**src/rtl/cmd_pkg.sv**
```systemverilog
// Package: shared field widths, encodings and the summary word layout
// for the processor mode and size decoder. The first member is the MSB.
package cmd_pkg;
    parameter int DPL_W = 2;   // privilege level width
    parameter int SZ_W  = 2;   // log2-bytes size code width
    parameter int SUB_W = 3;   // submode code width

    typedef enum logic { MODE_LEGACY = 1'b0, MODE_LONG = 1'b1 } mode_e;

    typedef enum logic [SUB_W-1:0] {
        SUB_REAL   = 3'd0,
        SUB_V86    = 3'd1,
        SUB_PROT   = 3'd2,
        SUB_COMPAT = 3'd3,
        SUB_64     = 3'd4
    } submode_e;

    localparam logic [SZ_W-1:0] SZ_16 = 2'd1;
    localparam logic [SZ_W-1:0] SZ_32 = 2'd2;
    localparam logic [SZ_W-1:0] SZ_64 = 2'd3;

    typedef struct packed {
        logic [SZ_W-1:0]  stack;
        logic [SZ_W-1:0]  alt_addr;
        logic [SZ_W-1:0]  def_addr;
        logic [SZ_W-1:0]  alt_op;
        logic [SZ_W-1:0]  def_op;
        logic             prot;
        logic             paging;
        logic [DPL_W-1:0] cpl;
        submode_e         submode;
        mode_e            mode;
    } summary_t;
endpackage

```
**src/rtl/cmd_mode_classify.sv**
```systemverilog
// Module: cmd_mode_classify
// Purpose: sort the control bits into a mode and a submode.
// Assumes: the inputs are already stable, architecturally legal values.
module cmd_mode_classify
    import cmd_pkg::*;
(
    input  logic     long_act,
    input  logic     prot_en,
    input  logic     v86,
    input  logic     cs_long,
    output mode_e    mode,
    output submode_e submode
);
    // Long mode splits on the code segment long bit; legacy mode splits on protection and the v86 flag.
    always_comb begin
        if (long_act) begin
            mode    = MODE_LONG;
            submode = cs_long ? SUB_64 : SUB_COMPAT;
        end else begin
            mode = MODE_LEGACY;
            if (!prot_en)  submode = SUB_REAL;
            else if (v86)  submode = SUB_V86;
            else           submode = SUB_PROT;
        end
    end
endmodule

```
**src/rtl/cmd_size_select.sv**
```systemverilog
// Module: cmd_size_select
// Purpose: choose the operand, address and stack size codes.
// Assumes: is64 is asserted exactly when the submode is 64-bit.
module cmd_size_select
    import cmd_pkg::*;
(
    input  logic            is64,
    input  logic            cs_dsize,
    input  logic            ss_dsize,
    output logic [SZ_W-1:0] def_op,
    output logic [SZ_W-1:0] alt_op,
    output logic [SZ_W-1:0] def_addr,
    output logic [SZ_W-1:0] alt_addr,
    output logic [SZ_W-1:0] stack
);
    // Operand pair: 64-bit code still defaults to 32-bit operands.
    always_comb begin
        if (is64 || cs_dsize) begin
            def_op = SZ_32;
            alt_op = SZ_16;
        end else begin
            def_op = SZ_16;
            alt_op = SZ_32;
        end
    end

    // Address pair: 64-bit submode overrides the code segment size bit.
    always_comb begin
        if (is64) begin
            def_addr = SZ_64;
            alt_addr = SZ_32;
        end else if (cs_dsize) begin
            def_addr = SZ_32;
            alt_addr = SZ_16;
        end else begin
            def_addr = SZ_16;
            alt_addr = SZ_32;
        end
    end

    // Stack width: 64-bit submode, else the stack segment size bit.
    always_comb begin
        if (is64)          stack = SZ_64;
        else if (ss_dsize) stack = SZ_32;
        else               stack = SZ_16;
    end

    // An override prefix must always select a width other than the default.
    always_comb begin
        assert_op_pair_differs_R3: assert (def_op != alt_op);
        assert_addr_pair_differs_R4: assert (def_addr != alt_addr);
    end
endmodule

```
**src/rtl/cpu_mode_decoder.sv**
```systemverilog
// Module: cpu_mode_decoder (top)
// Purpose: register a summary of mode, privilege and size codes, loaded on
// each recompute strobe and held between strobes.
// Assumes: synchronous active-low reset; the inputs are stable while recalc_i is high.
module cpu_mode_decoder
    import cmd_pkg::*;
(
    input  logic                        clk,
    input  logic                        rst_n,
    input  logic                        recalc_i,
    input  logic                        long_act_i,
    input  logic                        prot_en_i,
    input  logic                        paging_i,
    input  logic                        v86_i,
    input  logic                        cs_long_i,
    input  logic                        cs_dsize_i,
    input  logic                        ss_dsize_i,
    input  logic [DPL_W-1:0]            cs_dpl_i,
    output logic [$bits(summary_t)-1:0] summary_o
);
    localparam int SUM_W = $bits(summary_t);

    localparam summary_t RESET_SUM = '{
        stack:    SZ_16,
        alt_addr: SZ_32,
        def_addr: SZ_16,
        alt_op:   SZ_32,
        def_op:   SZ_16,
        prot:     1'b0,
        paging:   1'b0,
        cpl:      '0,
        submode:  SUB_REAL,
        mode:     MODE_LEGACY
    };

    mode_e            nx_mode;
    submode_e         nx_sub;
    logic [SZ_W-1:0]  nx_dop, nx_aop, nx_dad, nx_aad, nx_stk;
    summary_t         nx_sum, sum_q;

    cmd_mode_classify u_classify (
        .long_act (long_act_i),
        .prot_en  (prot_en_i),
        .v86      (v86_i),
        .cs_long  (cs_long_i),
        .mode     (nx_mode),
        .submode  (nx_sub)
    );

    cmd_size_select u_sizes (
        .is64     (nx_sub == SUB_64),
        .cs_dsize (cs_dsize_i),
        .ss_dsize (ss_dsize_i),
        .def_op   (nx_dop),
        .alt_op   (nx_aop),
        .def_addr (nx_dad),
        .alt_addr (nx_aad),
        .stack    (nx_stk)
    );

    // Assemble the candidate summary from both sub-blocks and the copied bits.
    always_comb begin
        nx_sum = '{
            stack:    nx_stk,
            alt_addr: nx_aad,
            def_addr: nx_dad,
            alt_op:   nx_aop,
            def_op:   nx_dop,
            prot:     prot_en_i,
            paging:   paging_i,
            cpl:      cs_dpl_i,
            submode:  nx_sub,
            mode:     nx_mode
        };
    end

    // Summary register: reset wins, then the strobe loads the candidate.
    always_ff @(posedge clk) begin
        if (!rst_n)        sum_q <= RESET_SUM;
        else if (recalc_i) sum_q <= nx_sum;
    end

    assign summary_o = SUM_W'(sum_q);

    assert_hold_R7: assert property (@(posedge clk) disable iff (!rst_n)
        !recalc_i |=> $stable(summary_o));
    assert_long_mode_R1: assert property (@(posedge clk) disable iff (!rst_n)
        (recalc_i && long_act_i) |=> (sum_q.mode == MODE_LONG));
    assert_real_submode_R2: assert property (@(posedge clk) disable iff (!rst_n)
        (recalc_i && !long_act_i && !prot_en_i) |=> (sum_q.submode == SUB_REAL));
    assert_wide_stack_R5: assert property (@(posedge clk) disable iff (!rst_n)
        (recalc_i && long_act_i && cs_long_i) |=> (sum_q.stack == SZ_64 && sum_q.def_addr == SZ_64));
    assert_cpl_copy_R6: assert property (@(posedge clk) disable iff (!rst_n)
        recalc_i |=> (sum_q.cpl == $past(cs_dpl_i) && sum_q.paging == $past(paging_i)));
endmodule

```
**config.mk**
```make
export PLATFORM = sky130hd
export DESIGN_NAME = cpu_mode_decoder
export DESIGN_NICKNAME = d
export VERILOG_FILES = /design/src/rtl/cmd_pkg.sv /design/src/rtl/cmd_mode_classify.sv /design/src/rtl/cmd_size_select.sv /design/src/rtl/cpu_mode_decoder.sv
export SDC_FILE = /design/constraint.sdc
export NUM_CORES = 1
export LEC_CHECK = 0
export BUFFER_PORTS_ARGS = -buffer_cell sky130_fd_sc_hd__buf_2
export CAP_MARGIN = 20
export CORE_AREA = 2 2 39 41
export CTS_CLUSTER_SIZE = 12
export DETAILED_ROUTE_END_ITERATION = 10
export DIE_AREA = 0 0 41 43
export GPL_TIMING_DRIVEN = 1
export PLACE_DENSITY_LB_ADDON = 0.12
export SLEW_MARGIN = 40
export SYNTH_ARGS = -nofsm -noshare
export SYNTH_HDL_FRONTEND = slang
export SYNTH_SLANG_ARGS = --single-unit
```
**constraint.sdc**
```tcl
create_clock -name clk -period 1.9 [get_ports clk]
set_clock_uncertainty 0.05 [all_clocks]
set_input_delay 0.19 -clock clk [delete_from_list [all_inputs] [get_ports clk]]
set_output_delay 0.19 -clock clk [all_outputs]
set_load 0.05 [all_outputs]
```
Word-level counts from Yosys, hierarchy flattened
Cells that the tools add are included.
{ "word_totals": {"elab_cells": 25, "ff_bits": 18, "in_bits": 12} }
{ "op_classes": {"reduce_logical": 1, "mux": 13, "n_eq_ne": 1} }
{ "ops": {"columns": ["operator", "n"], "rows": [
  ["2-bit two-way mux", 9],
  ["3-bit two-way mux", 3],
  ["3-bit equality test (second input constant)", 1],
  ["1-bit logical OR", 1],
  ["1-bit two-way mux", 1]
]} }

Logic depth before layout (Yosys ltp)
{ "depth": {"word_depth": 6, "ltp_mapped": 3} }

By module
From an unflattened synthesis, not the netlist that was laid out.
{ "unflattened": {"cells_unflattened": 75, "area_unflattened_um2": 799.5} }
{ "by_module_without_submodules": {"columns": ["mod", "area_per_inst_um2", "cells_per_inst", "instances"], "rows": [
  ["cpu_mode_decoder", 683.2, 58, 1],
  ["cmd_size_select", 65.1, 10, 1],
  ["cmd_mode_classify", 51.3, 7, 1]
]} }

Worst setup path before layout
No wires, ideal clock.
{ "synth_timing": {"path_kind": "register -> output", "from": "register sum_q (netlist bit summary_o[10])", "to": "output port summary_o[10]", "stages_incl_launch_ff": 2, "arrival_ns": 0.934, "slack_ns": 0.726, "required_ns": 1.660, "cell_sequence": "dfxtp_1 buf_4"} }
{ "synth_lines": {"columns": ["item", "line", "source"], "rows": [
  ["start: declaration", "cpu_mode_decoder.sv:39", "summary_t nx_sum, sum_q;"],
  ["start signal: assignment", "cpu_mode_decoder.sv:80", "else if (recalc_i) sum_q <= nx_sum;"],
  ["end: declaration", "cpu_mode_decoder.sv:19", "output logic [$bits(summary_t)-1:0] summary_o"]
]} }
No word-level cell between the ends.

==> results.json <==
{
  "status": "finished clean",
  "drtPass1Iterations": 2,
  "timing.fmax_mhz": 867,
  "cp.required_ns": 1.66,
  "syn_nets": 69,
  "grt_usage": 0.133,
  "nNetsFinal": 96,
  "ff2ff_setup_slack_ns": 1.15,
  "hold_violations": 0,
  "routabilityCongestion": 0.626,
  "hold_end": "summary_o[5]$_SDFFE_PN0P_",
  "ant_nets": 0,
  "hp-class": "in2reg",
  "setup_viol": 0,
  "clk_latency_ns": 0.28,
  "overflow": 0,
  "ir_drop_mv": 0.416,
  "largest_register_ffs": 14,
  "p_leak_uw": 0.000358,
  "via_count": 459,
  "cts_setup_buffers": 0,
  "die_area_um2": 1760,
  "htreeDepth": 1,
  "crit_path_end_kind": "primary output",
  "critPathKind": "reg2out",
  "ff2ff_path_depth": 2,
  "worst_path_largest_cell_delay_ns": 0.36,
  "synth.avg_cell_area_um2": 9.90,
  "synthTopCellsByArea": "dfxtp_1 50%, mux2i_1 8.9%, buf_4 6.7%, nor2b_1 6.7%, o21ai_0 3.5%",
  "avgViaCountPerCell": 4.64,
  "wire_per_inst_um": 10.2,
  "path_delay_family": "flip-flops",
  "routed_wl_um": 1010,
  "grt_pass1_wl_um": 1520,
  "drive_gt1_frac": 0.410,
  "cts_resized": 0,
  "mostFrequentLayoutCell": "buf_2",
  "finalSetupTns_ns": 0,
  "rr_startpoint": "summary_o[14]$_SDFFE_PN0P_",
  "cts_tree": "yes",
  "antennaDiodeCount": 0,
  "ys_seq_area_frac": 0.497,
  "final_cell_mix": "29 x buf_2, 14 x dfxtp_1, 6 x nor2b_1",
  "period_share": 0.607,
  "cts-root-buf": "clkbuf_4",
  "fin_ws_ns": 0.747,
  "crit_arrival_ns": 0.91,
  "crit_chain": "buf_2",
  "slowest_stage": "dfxtp_1",
  "synth_area_um2": 564,
  "dp_hpwl_um": 746,
  "whs_path_depth": 3,
  "start_util": 0.408,
  "fp.coreArea_um2": 1380,
  "ys_ff_latch": 14,
  "numCtsBuffers": 3,
  "clock_sinks": 14,
  "syn_inst": 57,
  "initialDrtViolationCount": 1,
  "die_width_um": 41,
  "rows": 14,
  "power_per_cell_area_nw_per_um2": 967,
  "start_kind": "register",
  "drc": 0,
  "relSlewSlack": 0.754,
  "ys_types": 23,
  "crit_buf_inv": 1,
  "rsz0062_at_grt": "no",
  "yosysWarningCount": 0,
  "synth.top_cell.area_share": 0.497,
  "cap_viol_max_count": 0,
  "slew_violations": 0,
  "place_ws_ns": 0.863,
  "holdWs_ns": 0.116,
  "rr_endpoint": "summary_o[14]$_SDFFE_PN0P_",
  "cts_buffer_depth": 2,
  "hp-start": "cs_dpl_i[1]",
  "power.total_uw": 695,
  "grt_pass1_vias": 378,
  "cts_hold_buf": 0,
  "yosys.area.top_type": "dfxtp_1",
  "worstMarginPinSlew_ns": 0.368,
  "die_y_um": 43,
  "antenna_found_initial": 0,
  "grt_max_degree": 22,
  "io_buffers": 29,
  "crit_path_max_fanout": 4,
  "min_period_ns": 1.15,
  "clkTransAtPathRegs_ns": 0.09,
  "ios": 30,
  "syn_to_final_growth_pct": 27.3,
  "fillers": 140
}
-- synthesized netlist by cell type --
cell,count
a21oi_1,2
a21boi_0,1
nand3_1,1
or2b_1,1
nor2b_1,6
or3b_1,1
o21ai_1,1
nor2_1,2
nand2b_1,1
a31oi_1,2
inv_1,1
dfxtp_1,14
o221ai_1,1
o21a_1,1
o221a_2,1
nand3b_1,1
buf_4,5
buf_2,1
and3_1,2
o21ai_0,4
mux2i_1,5
nand2_1,2
clkbuf_2,1
-- metrics by stage --
step	area, um^2	cells	utilization
final	718	99	0.519
after global routing	718	99	0.519
after CTS	718	99	0.519
after detailed placement	682	95	0.493
after global placement	682	95	0.493
after floorplan	564	57	-
-- power breakdown --
group / leakage [uW] / internal (uW) / switching, uW
Combinational: 0.000221 / 42.9 / 118
Clock: 0.0000210 / 116 / 98.5
Sequential: 0.000116 / 311 / 8.01
Total: 0.000358 / 471 / 224
-- area by class of cell --
class	instances	area [um^2]	area share
clock buffers	4	36.3	0.0505
inverters	1	3.75	0.00523
multi-input cells	35	233	0.324
flip-flops and latches	14	280	0.390
well taps	16	20.0	0.0279
repair buffers	29	145	0.202
-- per-layer routing --
layer  routed length [um]  track usage  up-vias
li1                     -            -      246
met1                  468        0.165      195
met2                  448        0.178       16
met3                   79       0.0314        2
met4                    9        0.120        0
met5                    0            0        -
-- worst max path at each step --
stage	slack, ns	startpoint	endpoint	cells after the start
after floorplan	0.73	summary_o[10]$_SDFFE_PN0P_	summary_o[10]	1
after detailed placement	0.86	recalc_i	summary_o[10]$_SDFFE_PN0P_	3
after CTS	0.72	summary_o[10]$_SDFFE_PN0P_	summary_o[13]	1
after global placement	0.87	recalc_i	summary_o[10]$_SDFFE_PN0P_	3
final	0.75	summary_o[10]$_SDFFE_PN0P_	summary_o[13]	1
after global routing	0.66	summary_o[10]$_SDFFE_PN0P_	summary_o[9]	1
-- kinds of logic (layout without fill, tap and decap cells) --
group	after synthesis	in the layout	share of synthesized area
AO/OA/AOI/OAI	13	13	0.146
buffers and inverters	8	34	0.0909
flip-flops	14	14	0.497
multiplexers	5	5	0.0887
AND/OR/NAND/NOR	17	17	0.177
Note: power is estimated with default switching activity, not from simulation.
